**config.mk**
```make
export PLATFORM = sky130hd
export DESIGN_NAME = i2s_rx
export DESIGN_NICKNAME = d
export VERILOG_FILES = /design/src/rtl/i2s_rx_pkg.sv /design/src/rtl/i2s_rx_clkgen.sv /design/src/rtl/i2s_rx_deser.sv /design/src/rtl/i2s_rx_fifo.sv /design/src/rtl/i2s_rx.sv
export SDC_FILE = /design/constraint.sdc
export NUM_CORES = 1
export LEC_CHECK = 0
export ABC_AREA = 1
export CELL_PAD_IN_SITES_DETAIL_PLACEMENT = 1
export CELL_PAD_IN_SITES_GLOBAL_PLACEMENT = 1
export CORE_MARGIN = 3
export CORE_UTILIZATION = 51
export CTS_CLUSTER_SIZE = 8
export DETAILED_ROUTE_END_ITERATION = 10
export DONT_BUFFER_PORTS = 1
export GPL_ROUTABILITY_DRIVEN = 1
export PLACE_DENSITY = 0.9
export RECOVER_POWER = 25
export REMOVE_ABC_BUFFERS = 1
export SLEW_MARGIN = 15
export SYNTH_ARGS = -nofsm -noshare
export SYNTH_HDL_FRONTEND = slang
export SYNTH_SLANG_ARGS = --single-unit
```
**constraint.sdc**
```tcl
create_clock -name clk -period 10 [get_ports clk]
set_clock_uncertainty 0.1 [all_clocks]
set_input_delay 2 -clock clk [delete_from_list [all_inputs] [get_ports clk]]
set_output_delay 2 -clock clk [all_outputs]
set_load 0.01 [all_outputs]
```
**src/rtl/i2s_rx_pkg.sv**
```systemverilog
package i2s_rx_pkg;
    localparam int WORD_W = 32;
    localparam int SMP_W  = 16;
    localparam int IDX_W  = 5;
    typedef logic [WORD_W-1:0] word_t;
    typedef logic [SMP_W-1:0]  smp_t;
endpackage

```
**src/rtl/i2s_rx_clkgen.sv**
```systemverilog
module i2s_rx_clkgen #(
    parameter int DIV = 4
) (
    input  logic clk,
    input  logic rst_n,
    input  logic is_master,
    input  logic bits16,
    input  logic sck_i,
    input  logic ws_i,
    input  logic sd_i,
    output logic sck_o,
    output logic ws_o,
    output logic rise,
    output logic ws_s,
    output logic sd_s
);
    localparam int DIV_W = (DIV > 1) ? $clog2(DIV) : 1;

    typedef struct packed {
        logic [DIV_W-1:0] div;
        logic             sck;
        logic             ws;
        logic [3:0]       falls;
        logic [2:0]       sync1;
        logic [2:0]       sync2;
        logic             sck_last;
    } gen_st_t;

    gen_st_t q, n;
    logic [3:0] slot_last;

    always_comb begin
        n = q;
        slot_last = bits16 ? 4'd15 : 4'd7;
        if (!is_master) begin
            n.div   = '0;
            n.sck   = 1'b0;
            n.ws    = 1'b0;
            n.falls = '0;
        end else if (q.div == DIV_W'(DIV - 1)) begin
            n.div = '0;
            n.sck = ~q.sck;
            if (q.sck) begin
                if (q.falls >= slot_last) begin
                    n.falls = '0;
                    n.ws    = ~q.ws;
                end else begin
                    n.falls = q.falls + 4'd1;
                end
            end
        end else begin
            n.div = q.div + DIV_W'(1);
        end
        n.sync1    = {sd_i, is_master ? q.ws : ws_i, is_master ? q.sck : sck_i};
        n.sync2    = q.sync1;
        n.sck_last = q.sync2[0];
    end

    always_ff @(posedge clk or negedge rst_n) begin
        if (!rst_n) q <= '0;
        else        q <= n;
    end

    assign sck_o = q.sck;
    assign ws_o  = q.ws;
    assign rise  = q.sync2[0] & ~q.sck_last;
    assign ws_s  = q.sync2[1];
    assign sd_s  = q.sync2[2];

    // generated word select only moves together with a falling bit clock
    assert_ws_on_fall_R10: assert property (@(posedge clk) disable iff (!rst_n)
        (is_master && !$stable(q.ws)) |-> $fell(q.sck));
endmodule

```
**src/rtl/i2s_rx_deser.sv**
```systemverilog
module i2s_rx_deser
    import i2s_rx_pkg::*;
(
    input  logic  clk,
    input  logic  rst_n,
    input  logic  en,
    input  logic  flush,
    input  logic  bits16,
    input  logic  lr_pol,
    input  logic  rise,
    input  logic  ws_s,
    input  logic  sd_s,
    output logic  push,
    output word_t pdata
);
    typedef struct packed {
        logic             ws_last;
        logic             ch;
        logic             valid;
        logic [IDX_W-1:0] cnt;
        smp_t             shreg;
        smp_t             left;
        logic             held;
    } des_st_t;

    des_st_t q, n;
    logic [IDX_W-1:0] nbits;
    logic [IDX_W-1:0] idx;
    smp_t             sample;

    always_comb begin
        n      = q;
        push   = 1'b0;
        pdata  = '0;
        nbits  = bits16 ? IDX_W'(16) : IDX_W'(8);
        idx    = (q.cnt <= nbits) ? q.cnt + IDX_W'(1) : q.cnt;
        sample = {q.shreg[SMP_W-2:0], sd_s};
        if (rise) begin
            if (q.valid && idx <= nbits) n.shreg = sample;
            if (q.valid && idx == nbits) begin
                if (!q.ch) begin
                    n.left = sample;
                    n.held = 1'b1;
                end else if (q.held) begin
                    push   = 1'b1;
                    n.held = 1'b0;
                    pdata  = bits16 ? {sample, q.left}
                                    : {16'h0000, sample[7:0], q.left[7:0]};
                end
            end
            if (ws_s != q.ws_last) begin
                n.cnt   = '0;
                n.ch    = ws_s ^ lr_pol;
                n.valid = en;
            end else begin
                n.cnt = idx;
            end
            n.ws_last = ws_s;
        end
        if (!en) begin
            n.valid = 1'b0;
            n.held  = 1'b0;
        end
        if (flush) n.held = 1'b0;
    end

    always_ff @(posedge clk or negedge rst_n) begin
        if (!rst_n) q <= '0;
        else        q <= n;
    end

    // a pair leaves only when a left sample is waiting
    assert_push_after_left_R6: assert property (@(posedge clk) disable iff (!rst_n)
        push |-> q.held);
    // a low enable silences the next cycle
    assert_disabled_silent_R5: assert property (@(posedge clk) disable iff (!rst_n)
        !en |=> !push);
endmodule

```
**src/rtl/i2s_rx_fifo.sv**
```systemverilog
module i2s_rx_fifo
    import i2s_rx_pkg::*;
#(
    parameter int DEPTH = 16
) (
    input  logic                         clk,
    input  logic                         rst_n,
    input  logic                         flush,
    input  logic                         push,
    input  word_t                        pdata,
    input  logic                         pop_req,
    output word_t                        rd_data,
    output logic [$clog2(DEPTH+1)-1:0]   count,
    output logic                         ovf
);
    localparam int PTR_W = (DEPTH > 1) ? $clog2(DEPTH) : 1;
    localparam int CNT_W = $clog2(DEPTH + 1);

    typedef struct {
        word_t            mem [DEPTH];
        logic [PTR_W-1:0] wp;
        logic [PTR_W-1:0] rp;
        logic [CNT_W-1:0] cnt;
        logic             ovf;
    } fifo_st_t;

    fifo_st_t q, n;
    logic full, do_push, do_pop;

    function automatic logic [PTR_W-1:0] step(input logic [PTR_W-1:0] p);
        return (p == PTR_W'(DEPTH - 1)) ? '0 : p + PTR_W'(1);
    endfunction

    always_comb begin
        n       = q;
        full    = (q.cnt == CNT_W'(DEPTH));
        do_pop  = pop_req && (q.cnt != '0);
        do_push = push && !full;
        if (flush) begin
            n.wp  = '0;
            n.rp  = '0;
            n.cnt = '0;
            n.ovf = 1'b0;
        end else begin
            if (do_push) begin
                n.mem[q.wp] = pdata;
                n.wp        = step(q.wp);
            end
            if (do_pop) n.rp = step(q.rp);
            n.cnt = q.cnt + CNT_W'(do_push) - CNT_W'(do_pop);
            if (push && full) n.ovf = 1'b1;
        end
    end

    always_ff @(posedge clk or negedge rst_n) begin
        if (!rst_n) begin
            q.wp  <= '0;
            q.rp  <= '0;
            q.cnt <= '0;
            q.ovf <= 1'b0;
            for (int i = 0; i < DEPTH; i++) q.mem[i] <= '0;
        end else begin
            q <= n;
        end
    end

    assign rd_data = (q.cnt != '0) ? q.mem[q.rp] : '0;
    assign count   = q.cnt;
    assign ovf     = q.ovf;

    assert_count_bound_R7: assert property (@(posedge clk) disable iff (!rst_n)
        q.cnt <= CNT_W'(DEPTH));
    assert_full_drop_R7: assert property (@(posedge clk) disable iff (!rst_n)
        (push && q.cnt == CNT_W'(DEPTH) && !pop_req && !flush)
            |=> (q.cnt == CNT_W'(DEPTH) && q.ovf));
    assert_flush_clears_R8: assert property (@(posedge clk) disable iff (!rst_n)
        flush |=> (q.cnt == '0 && !q.ovf));
    assert_empty_read_R9: assert property (@(posedge clk) disable iff (!rst_n)
        (pop_req && q.cnt == '0 && !push && !flush) |=> (q.cnt == '0));
endmodule

```
**src/rtl/i2s_rx.sv**
```systemverilog
module i2s_rx
    import i2s_rx_pkg::*;
#(
    parameter int DEPTH = 16,
    parameter int DIV   = 4
) (
    input  logic                       clk,
    input  logic                       rst_n,
    input  logic                       en,
    input  logic                       flush,
    input  logic                       is_master,
    input  logic                       bits16,
    input  logic                       lr_pol,
    input  logic                       sck_i,
    input  logic                       ws_i,
    input  logic                       sd_i,
    output logic                       sck_o,
    output logic                       ws_o,
    input  logic                       rd_en,
    output logic [31:0]                rd_data,
    output logic [$clog2(DEPTH+1)-1:0] fifo_count,
    output logic                       dma_req,
    output logic                       overflow
);
    logic  rise, ws_s, sd_s, push;
    word_t pdata;

    i2s_rx_clkgen #(.DIV(DIV)) u_clkgen (
        .clk(clk), .rst_n(rst_n), .is_master(is_master), .bits16(bits16),
        .sck_i(sck_i), .ws_i(ws_i), .sd_i(sd_i),
        .sck_o(sck_o), .ws_o(ws_o), .rise(rise), .ws_s(ws_s), .sd_s(sd_s)
    );

    i2s_rx_deser u_deser (
        .clk(clk), .rst_n(rst_n), .en(en), .flush(flush), .bits16(bits16),
        .lr_pol(lr_pol), .rise(rise), .ws_s(ws_s), .sd_s(sd_s),
        .push(push), .pdata(pdata)
    );

    i2s_rx_fifo #(.DEPTH(DEPTH)) u_fifo (
        .clk(clk), .rst_n(rst_n), .flush(flush), .push(push), .pdata(pdata),
        .pop_req(rd_en), .rd_data(rd_data), .count(fifo_count), .ovf(overflow)
    );

    assign dma_req = (fifo_count != '0);
endmodule

```
==> Word level (Yosys, flattened, before mapping) <==
Index checks and enable logic that the tools add are counted.
{ "word_totals": {"register_bits": 582, "inputBits": 11, "wordCells": 131} }
{ "op_classes": {"add_sub_neg": 7, "n_lt_le_gt_ge": 6, "eq_ne": 13, "mux": 43, "bitwise": 9, "reduce_logical": 19} }
{ "op_table": {"columns": ["operator", "n"], "rows": [
  ["bitwise mux 512 bit", 1],
  ["2-to-1 mux 32 bit", 9],
  ["binary-select mux 32 bit (select 4 bit)", 1],
  ["demux 32 bit (select 4 bit)", 1],
  ["2-to-1 mux 39 bit", 1],
  ["2-to-1 mux 16 bit", 2],
  ["2-to-1 mux 4 bit", 6],
  ["2-to-1 mux 5 bit", 4],
  ["2-to-1 mux 17 bit", 1],
  ["2-to-1 mux 14 bit", 1],
  ["2-to-1 mux 1 bit", 13],
  ["adder 4 x 1 -> 4 bit (second input constant)", 3],
  ["AND reduction 2 bit", 6],
  [">= comparator 5 bit (second input constant)", 2],
  ["<= comparator 5 bit", 2],
  ["!= test 2 x 1 -> 1 bit (second input constant)", 5],
  ["inverter 4 -> 5 bit", 2],
  ["== test 4 bit (second input constant)", 2],
  ["2-to-1 mux 8 bit", 1],
  ["logical AND 1 bit", 6],
  ["2-to-1 mux 6 bit", 1],
  ["!= test 3 x 1 -> 1 bit (second input constant)", 2],
  ["AND reduction 3 bit", 2],
  ["nonzero test 2 bit", 3],
  ["other kinds (16)", 20]
]} }

==> Depth between registers and ports, before layout <==
Gate-level depths: netlist (run 1).
{ "logic_depth": {"ltp_word": 11, "mapped_depth": 24, "depth_no_buf": 21} }

==> By module <==
Synthesis (run 1) repeated with hierarchy kept, for this count alone.
{ "unflattened": {"cells_unflattened": 3797, "area_unflattened_um2": 28494.8} }
{ "by_module_without_submodules": {"columns": ["mod", "n_inst", "cells_each", "area_per_inst_um2", "seq_area_each_um2"], "rows": [
  ["i2s_rx_fifo", 1, 3433, 25544.5, 13162.6],
  ["i2s_rx_deser", 1, 295, 2323.5, 1001.0],
  ["i2s_rx_clkgen", 1, 65, 610.6, 375.4],
  ["i2s_rx", 1, 4, 16.3, 0.0]
]} }

==> Worst setup path after synthesis (run 1) <==
Ideal clock, no wire load.
{ "synth_timing": {"path_type": "input to register", "start": "in bits16", "end": "reg u_fifo.q (netlist bit u_fifo.count[4])", "setup_ns": 0.137, "arrival_time_ns": 5.418, "required_time_ns": 9.763, "path_slack_ns": 4.345, "stages": 24, "path_buffers": 3, "path_cell_list": "clkbuf_1 clkbuf_1 inv_1 ha_1 inv_1 nor2_1 nand2_2 nand2_2 nand4_1 xor2_1 inv_1 ha_1 nand2_1 nor2_4 nand3_4 nor2_2 buf_4 ha_1 fa_1 nand2_1 a21oi_1 nor2_1 xor2_1 nor2_1"} }
{ "synth_rtl": {"columns": ["element", "line_no", "text"], "rows": [
  ["start, declared", "i2s_rx.sv:12", "input logic bits16,"],
  ["end signal, assigned", "i2s_rx_fifo.sv:63", "q <= n;"],
  ["end, declared", "i2s_rx_fifo.sv:27", "fifo_st_t q, n;"]
]} }

==> Worst setup path in the final report (run 1) <==
{ "layout_timing": {"start": "in bits16", "end": "reg u_fifo.q[111] in the netlist's numbering"} }
{ "layout_via": {"elab_chain_len": 9, "word_cells_on_any_way": 12, "cone_classes": "order compare: 1; eq/ne: 1; mux: 7; reduce/logical: 3"} }
{ "layout_lines": {"columns": ["element", "line_no", "text"], "rows": [
  ["2-to-1 mux 5 bit *", "i2s_rx_deser.sv:35", "nbits = bits16 ? IDX_W'(16) : IDX_W'(8);"],
  ["<= comparator 5 bit", "i2s_rx_deser.sv:36", "idx = (q.cnt <= nbits) ? q.cnt + IDX_W'(1) : q.cnt;"],
  ["2-to-1 mux 5 bit", "i2s_rx_deser.sv:36", null],
  ["== test 5 bit *", "i2s_rx_deser.sv:40", "if (q.valid && idx == nbits) begin"],
  ["logical AND 1 bit *", "i2s_rx_deser.sv:40", null],
  ["2-to-1 mux 1 bit", "i2s_rx_deser.sv:40", null],
  ["2-to-1 mux 1 bit", "i2s_rx_deser.sv:38", "if (rise) begin"],
  ["logical AND 1 bit", "i2s_rx_fifo.sv:38", "do_push = push && !full;"],
  ["AND reduction 2 bit (no source line)", null, null]
]} }
Mark *: on every way between the ends. The rest lies on a longest branch, timed or not.
A chain may end at the register's enable or synchronous reset.

==> out/qor.tcl, run 1 <==
set qor(drc) 0
set qor(r2r_start) {u_deser.q[36]$_DFFE_PN0P_}
set qor(critical_path_cell_sequence) {inv_1 > ha_1 > inv_1 > nor2_1 > nand2_2 > nand2_2 > nand4_1 > xor2_1 > inv_1 > ha_1 > nand2_1 > nor2_4 > nand3_4 > nor2_2 > nand3_2 > nand2_1 > nand2_1}
set qor(finalNetCount) 3415
set qor(synthCells) 3573
set qor(p_switching_uw) 2100
set qor(setup_ws_ns) 3.62
set qor(cpPeakStageDelay_ns) 1.20
set qor(finalWirelength_um) 101000
set qor(tns_ns) 0
set qor(antenna_cells) 0
set qor(cell_int_power_uw) 4260
set qor(fp-row-count) 85
set qor(power_dens_cells_mw_per_mm2) 209
set qor(cap_viol_max_count) 0
set qor(tightestPinTransition_ns) 2.12
set qor(cp-end-kind) {flop}
set qor(crit_arrival_ns) 6.78
set qor(initial_core_util_pct) 52.0
set qor(dp_slack_ns) 3.05
set qor(drt_iter0_drc) 2621
set qor(max_freq_mhz) 157
set qor(crit_family) {simple AND/OR/NAND/NOR gates}
set qor(fp.dieH_um) 241
set qor(switching_share_pct) 33.0
set qor(grt_first_pass_wirelength_um) 159000
set qor(tritoncts.num_buffers) 82
set qor(crit_path_start_kind) {input pin}
set qor(ys_dominant_reg_cell) {dfrtp_1}
set qor(clock_root_cell) {clkbuf_16}
set qor(cts_buffer_depth) 3
set qor(cts.sinks) 581
set qor(dieArea_mm2) 0.0582
set qor(clockPowerShare_pct) 39.5
set qor(pwr-share-comb_pct) 20.0
set qor(setup_viol) 0
set qor(detailed_place.area_mm2) 0.0281
set qor(synth_seq_area_share_pct) 51.5
set qor(peakVddDrop_mv) 0.152
set qor(globalRouteOverflowTotal) 0
set qor(syn_area_mm2) 0.0282
set qor(grt_use_total_pct) 34.8
set qor(synth-edff-count) 0
set qor(dp.final_hpwl_um) 53100
set qor(critPathBufInv) 3
set qor(worst_setup_path_class) {in2reg}
set qor(synth_area_per_cell_um2) 7.91
set qor(total_of_buffers_placed_on_input_and_output_ports) 0
set qor(tritoncts) {done}
set qor(route.antenna.remaining_nets) 0
set qor(grt_max_degree) 582
set qor(die_width_um) 241
set qor(cts_htree_levels) 3
set qor(cts.reportedPaths.clkPinSlew_ns) 0.05
set qor(final_cells) 4130
set qor(wire_per_inst_um) 24.4
set qor(final_hold_viol_count) 0
set qor(run_status) {finished, violations left}
set qor(layout-drive-gt1-share_pct) 5.84
set qor(power.sequential.fraction_pct) 40.4
set qor(gp_routability_congestion) 0.828
set qor(finalCriticalPeriod_ns) 6.38
set qor(io-pin-count) 52
set qor(worst_min_delay_path_category) {reg2reg}
set qor(cts_hold_buf) 0
set qor(period_share_pct) 63.8
set qor(grt_setup_unrepaired) {false}
set qor(lkg_pwr_uw) 0.0156
set qor(post-cts-setup-buffer-count) 0
set qor(drtPass1Iterations) 5
set qor(area.growth.synth_to_final_pct) 7.53
set qor(total_power_uw) 6360
set qor(antenna_found_initial) 1
set qor(clock_insertion_delay_worst_skew_ns) 0.64
set qor(vias) 26900
set qor(critPathLaunch) {bits16}
set qor(synth_async_sr_flop_share_pct) 100
set qor(violated_checks) {slew limit}
set qor(worst_path_required_time_ns) 10.40
set qor(postLayoutCellArea_mm2) 0.0304
set qor(yosys_register_bits) 581
set qor(post_synth_num_cell_types) 36
set qor(holdCritStartpoint) {u_clkgen.n[3]$_DFF_PN0_}
set qor(cts-resized-gates) 0
set qor(timing.critical_path.slowest_stage_cell) {nand3_2}
set qor(dpl.cell_count) 4037
set qor(crit_path_max_fanout) 32
set qor(timing_max_transition_violations_final) 440
set qor(via_count_of_the_first_global_routing_pass) 29100
set qor(core-area_mm2) 0.0543
set qor(yosysWarningCount) 0
set qor(number_of_vias_per_cell) 6.51
set qor(slew-limit-headroom_pct) -41.1
-- worst paths after layout --
check / endpoint / depth (start not counted) / slack [ns]
setup / recovery: u_fifo.q[111]$_DFFE_PN0P_ / 17 / 3.62
hold / removal: u_clkgen.sd_s$_DFF_PN0_ / 0 / 0.24
setup reg to reg: u_fifo.q[111]$_DFFE_PN0P_ / 17 / 4.65
hold reg to reg: u_clkgen.sd_s$_DFF_PN0_ / 0 / 0.24
max in group asynchronous: u_fifo.q[6]$_DFFE_PN0P_ / 0 / 6.97
min in group asynchronous: u_fifo.q[370]$_DFFE_PN0P_ / 0 / 0.97
-- flip-flops by register name (all words and copies together) (netlist names), 4 cells and up --
name	cells
u_clkgen.q	7
u_deser.q	40
u_fifo.q	520
u_fifo.count	5
u_clkgen.n	4
-- stage by stage --
| stage | util [%] | hold slack (ns) |
|---|---|---|
| finish | 55.9 | 0.244 |
| global route | 55.9 | 0.254 |
| CTS | 55.8 | 0.247 |
| detailed placement | 51.8 | 0.236 |
| global placement | 51.8 | 0.233 |
| floorplan | - | 0.231 |
-- power groups by stage --
stage / clock network [µW] / registers [µW] / logic (µW)
global placement: 0 / 2590 / 1170
detailed placement: 0 / 2600 / 1230
finish: 2520 / 2570 / 1270
global route: 2640 / 2580 / 1400
floorplan: 0 / 2590 / 859
CTS: 2540 / 2570 / 1260
-- worst register-to-register path: stages (launching register included) --
cell and delay, ns:
dfrtp_1 0.39, inv_1 0.09, ha_1 0.31, nand2_1 0.06
inv_1 0.06, nand2_2 0.07, nand2_2 0.12, nand4_1 0.13
xor2_1 0.22, inv_1 0.07, ha_1 0.30, nand2_1 0.09
nor2_4 0.21, nand3_4 0.33, nor2_2 0.98, nand3_2 1.20
nand2_1 0.37, nand2_1 0.11
-- placed cells by master, fill, tap and decap left out, types with 5 or more instances in the layout --
cell type	count
clkbuf_16	82
o221ai_1	49
nand3_2	15
a31oi_1	34
nor2_1	289
nand3_1	547
nand2_1	1166
buf_4	42
xor2_1	6
nor3_4	5
nor2_4	18
o211ai_1	15
nand4_1	6
o21ai_0	306
dfrtp_1	578
nor2_2	16
a21oi_1	15
ha_1	20
o22ai_1	80
inv_1	69
-- cell type report --
cell class,count,area (µm²)
timing repair buffer,43,343
multi-input combinational,2602,12100
tap,739,925
inverter,73,284
clock buffer,85,2070
fill,6482,24000
clock inverter,7,114
sequential,581,14500
-- kinds of logic (layout without fill, tap and decap cells) --
family | Yosys count | count (layout) | synth area share (%)
xor+xnor | 9 | 9 | 0.279
simple gates | 2071 | 2071 | 31.1
fa+ha+maj | 21 | 21 | 0.957
compound gates | 501 | 501 | 10.2
buf+inv | 390 | 208 | 6.03
flops | 581 | 581 | 51.5
-- synth_stat cells, types with 2 or more instances --
| cell | count | area share, % |
|---|---|---|
| a21oi_1 | 15 | 0.27 |
| dfrtp_1 | 581 | 51 |
| buf_4 | 19 | 0.50 |
| buf_1 | 5 | 0.066 |
| nor3_2 | 4 | 0.14 |
| o211ai_1 | 15 | 0.40 |
| xor2_1 | 6 | 0.19 |
| a31oi_1 | 34 | 0.75 |
| inv_1 | 71 | 0.94 |
| o22ai_1 | 80 | 1.8 |
| clkbuf_1 | 163 | 2.2 |
| o221ai_1 | 49 | 1.5 |
| nor2_4 | 12 | 0.48 |
| nand3_2 | 16 | 0.57 |
| clkbuf_2 | 4 | 0.071 |
| ha_1 | 20 | 0.89 |
| nand3_1 | 547 | 9.7 |
| nand2_2 | 2 | 0.044 |
| nor3_1 | 3 | 0.053 |
| nor2_1 | 297 | 3.9 |
| o21ai_0 | 306 | 5.4 |
| buf_2 | 125 | 2.2 |
| xnor2_1 | 3 | 0.093 |
| nand4_1 | 6 | 0.13 |
| nand2_1 | 1166 | 15 |
| nor2_2 | 14 | 0.31 |
-- routing by layer --
| metal | track usage, % | wire [µm] | vias up |
|---|---|---|---|
| met5 | 0 | 0 | - |
| met4 | 17.4 | 4910 | 0 |
| met3 | 6.30 | 8150 | 368 |
| met2 | 58.6 | 49000 | 1366 |
| met1 | 43.5 | 38800 | 13800 |
| li1 | - | - | 11400 |
Power figures use the tool's default switching activity.
==> run 2: changes to the inputs <==
--- a/config.mk
+++ b/config.mk
@@ -9,12 +9,12 @@
 export CELL_PAD_IN_SITES_DETAIL_PLACEMENT = 1
 export CELL_PAD_IN_SITES_GLOBAL_PLACEMENT = 1
 export CORE_MARGIN = 3
-export CORE_UTILIZATION = 51
+export CORE_UTILIZATION = 48
 export CTS_CLUSTER_SIZE = 8
 export DETAILED_ROUTE_END_ITERATION = 10
 export DONT_BUFFER_PORTS = 1
 export GPL_ROUTABILITY_DRIVEN = 1
-export PLACE_DENSITY = 0.9
+export PLACE_DENSITY = 0.85
 export RECOVER_POWER = 25
 export REMOVE_ABC_BUFFERS = 1
 export SLEW_MARGIN = 15
==> constraint.sdc (replaced) <==
create_clock -name clk -period 6.05 [get_ports clk]
set_clock_uncertainty 0.1 [all_clocks]
set_input_delay 1.21 -clock clk [delete_from_list [all_inputs] [get_ports clk]]
set_output_delay 1.21 -clock clk [all_outputs]
set_load 0.01 [all_outputs]
==> run 2 against run 1 <==
The run still ends with slew limit left; sequential share of layout area decreased by 0.35 points; sequential power is 62% higher; flip-flop and latch count did not move; global-route usage decreased by 1.9 points; combinational power grew 75%; critical endpoint is now rd_data[31]; highest routed layer unchanged.
==> out/qor.tcl, run 2 (synthesized netlist as in run 1, its figures left out) <==
set qor(area.growth.synth_to_final_pct) 8.33
set qor(final_core_util_pct) 52.8 ;# -3.1 points
set qor(p_switching_uw) 3440 ;# +64%
set qor(drt_iter0_drc) 2694 ;# +2.8%
set qor(route.antenna.remaining_nets) 0 ;# unchanged
set qor(tightestPinTransition_ns) 3.12 ;# +1.01 ns
set qor(initial_core_util_pct) 48.8 ;# -3.2 points
set qor(number_of_vias_per_cell) 6.37 ;# -2.1%
set qor(crit_path_max_fanout) 129 ;# +300%
set qor(layout-drive-gt1-share_pct) 6.08 ;# +0.25 points
set qor(cp-end-kind) {output port}
set qor(globalRouteOverflowTotal) 0 ;# unchanged
set qor(cell_int_power_uw) 7120 ;# +67%
set qor(violated_checks) {slew limit}
set qor(cts-resized-gates) 0 ;# unchanged
set qor(largest_register_ffs) 520 ;# unchanged
set qor(fp.dieH_um) 249 ;# +3.0%
set qor(power_dens_cells_mw_per_mm2) 345 ;# +65%
set qor(cts.reportedPaths.clkPinSlew_ns) 0.05 ;# about the same
set qor(max_freq_mhz) 206
set qor(setup_viol) 0 ;# unchanged
set qor(run_status) {finished, violations left}
set qor(grt_use_total_pct) 32.9 ;# -1.9 points
set qor(die_width_um) 249 ;# +3.0%
set qor(antenna_found_initial) 0 ;# -1
set qor(grt_first_pass_wirelength_um) 162000 ;# +1.9%
set qor(timing_max_transition_violations_final) 410 ;# -6.8%
set qor(cts.sinks) 581 ;# unchanged
set qor(clockPowerShare_pct) 39.6 ;# about the same
set qor(total_of_buffers_placed_on_input_and_output_ports) 0 ;# unchanged
set qor(cts_htree_levels) 3 ;# unchanged
set qor(core-area_mm2) 0.0579 ;# +6.6%
set qor(clock_root_cell) {clkbuf_16}
set qor(grt_max_degree) 582 ;# unchanged
set qor(vias) 26500 ;# -1.3%
set qor(lkg_pwr_uw) 0.0157 ;# +0.59%
set qor(worst_path_required_time_ns) 4.74 ;# -5.66 ns
set qor(most-common-layout-cells) {1166 x nand2_1, 578 x dfrtp_1, 547 x nand3_1}
set qor(final_hold_viol_count) 0 ;# unchanged
set qor(cpPeakStageDelay_ns) 0.79 ;# -0.41 ns
set qor(timing.critical_path.slowest_stage_cell) {inv_6}
set qor(worst_setup_path_class) {reg2out}
set qor(power.sequential.fraction_pct) 39.4 ;# -1.0 points
set qor(cts_buffer_depth) 3 ;# unchanged
set qor(tritoncts.num_buffers) 82 ;# unchanged
set qor(grt_setup_unrepaired) {false}
set qor(pwr-share-comb_pct) 21.0 ;# +1.0 points
set qor(slew-limit-headroom_pct) -108 ;# -67 points
set qor(clock_insertion_delay_worst_skew_ns) 0.63 ;# about the same
set qor(cap_viol_max_count) 0 ;# unchanged
set qor(dieArea_mm2) 0.0618 ;# +6.1%
set qor(tns_ns) 0 ;# unchanged
set qor(critical_path_cell_sequence) {inv_6 > buf_4 > o21ai_0 > o221ai_1 > nand3_1 > a31oi_1}
set qor(gp_routability_congestion) 0.804 ;# -2.9%
set qor(total_power_uw) 10600 ;# +66%
set qor(finalCriticalPeriod_ns) 4.84
set qor(finalWirelength_um) 103000 ;# +2.5%
set qor(worst_min_delay_path_category) {in2async}
set qor(r2r_setup_slack_ns) 1.89 ;# -2.76 ns
set qor(crit_path_start_kind) {flop}
set qor(switching_share_pct) 32.6 ;# -0.44 points
set qor(antenna_cells) 0 ;# unchanged
set qor(wire_per_inst_um) 24.8 ;# +1.6%
set qor(dp.final_hpwl_um) 51300 ;# -3.4%
set qor(io-pin-count) 52 ;# unchanged
set qor(drc) 0 ;# unchanged
set qor(finalNetCount) 3426 ;# +0.32%
set qor(drtPass1Iterations) 5 ;# unchanged
set qor(final_common_cell) {nand2_1}
set qor(registers.top_by_ff_count) {u_fifo.q}
set qor(period_share_pct) 80.1
set qor(largest_registers) {u_fifo.q x520, u_deser.q x40, u_clkgen.q x7}
set qor(crit_arrival_ns) 3.53 ;# -3.25 ns
set qor(via_count_of_the_first_global_routing_pass) 28700 ;# -1.4%
set qor(peakVddDrop_mv) 0.325 ;# +110%
set qor(tritoncts) {done}
set qor(cts_hold_buf) 0 ;# unchanged
set qor(fp-row-count) 88 ;# +3.5%
set qor(post-cts-setup-buffer-count) 0 ;# unchanged
## run 2: cell types whose count changed in the layout (fill, tap and decap cells not counted), moves of 2 or more
cell       before  now
buf_4          42   44
inv_16          4    2
clkbuf_16      82   85
buf_12          0   10
nor2_1        289  291
nor2_2         16   14
## run 2: per-stage QoR
stage	instances	cell area (µm²)	hold WS [ns]	setup slack [ns]
after floorplan	3256	26800	0.231	-2.92
after global placement	4075	28400	0.232	1.35
after detailed placement	4075	28400	0.248	1.09
after CTS	4167	30600	0.196	1.21
after global routing	4167	30600	0.216	1.04
final	4167	30600	0.242	1.21
## run 2: cell type report
class / count / area, µm²
tap: 765 / 957
multi-input combinational: 2602 / 12100
sequential: 581 / 14500
clock buffer: 88 / 2150
fill: 7004 / 27300
inverter: 73 / 284
timing repair buffer: 54 / 531
clock inverter: 4 / 57.6
## run 2: final timing paths
kind | from | cells after the start | end
max | u_fifo.q[6]$_DFFE_PN0P_ | 6 | rd_data[31]
min | rst_n | 0 | u_fifo.q[101]$_DFFE_PN0P_
max reg2reg | u_deser.q[36]$_DFFE_PN0P_ | 16 | u_fifo.q[324]$_DFFE_PN0P_
min reg2reg | u_clkgen.n[1]$_DFF_PN0_ | 0 | u_clkgen.n[0]$_DFF_PN0_
max in group asynchronous | rst_n | 0 | u_fifo.q[7]$_DFFE_PN0P_
min in group clk | u_clkgen.n[1]$_DFF_PN0_ | 0 | u_clkgen.n[0]$_DFF_PN0_
## run 2: per-layer routing
metal  wire length, µm  GRT usage (%)
met1             41100           42.2
met2             49500           54.6
met3              8230           6.02
met4              4480           14.9
met5                 0              0
## run 2: power by group through the flow
stage / sequential, µW / combinational, µW / clock [µW]
finish: 4160 / 2220 / 4190
CTS: 4150 / 2200 / 4230
global placement: 4200 / 2090 / 0
detailed placement: 4210 / 2170 / 0
global route: 4170 / 2430 / 4390
floorplan: 4280 / 1420 / 0
## run 2: worst max-delay path: cells and delay by family, from the launching register on
family,cells,cell delay (ns)
and+or+nand+nor,1,0.15
AOI/OAI and AO/OA,3,0.77
buffers and inverters,2,1.30
DFF,1,0.60
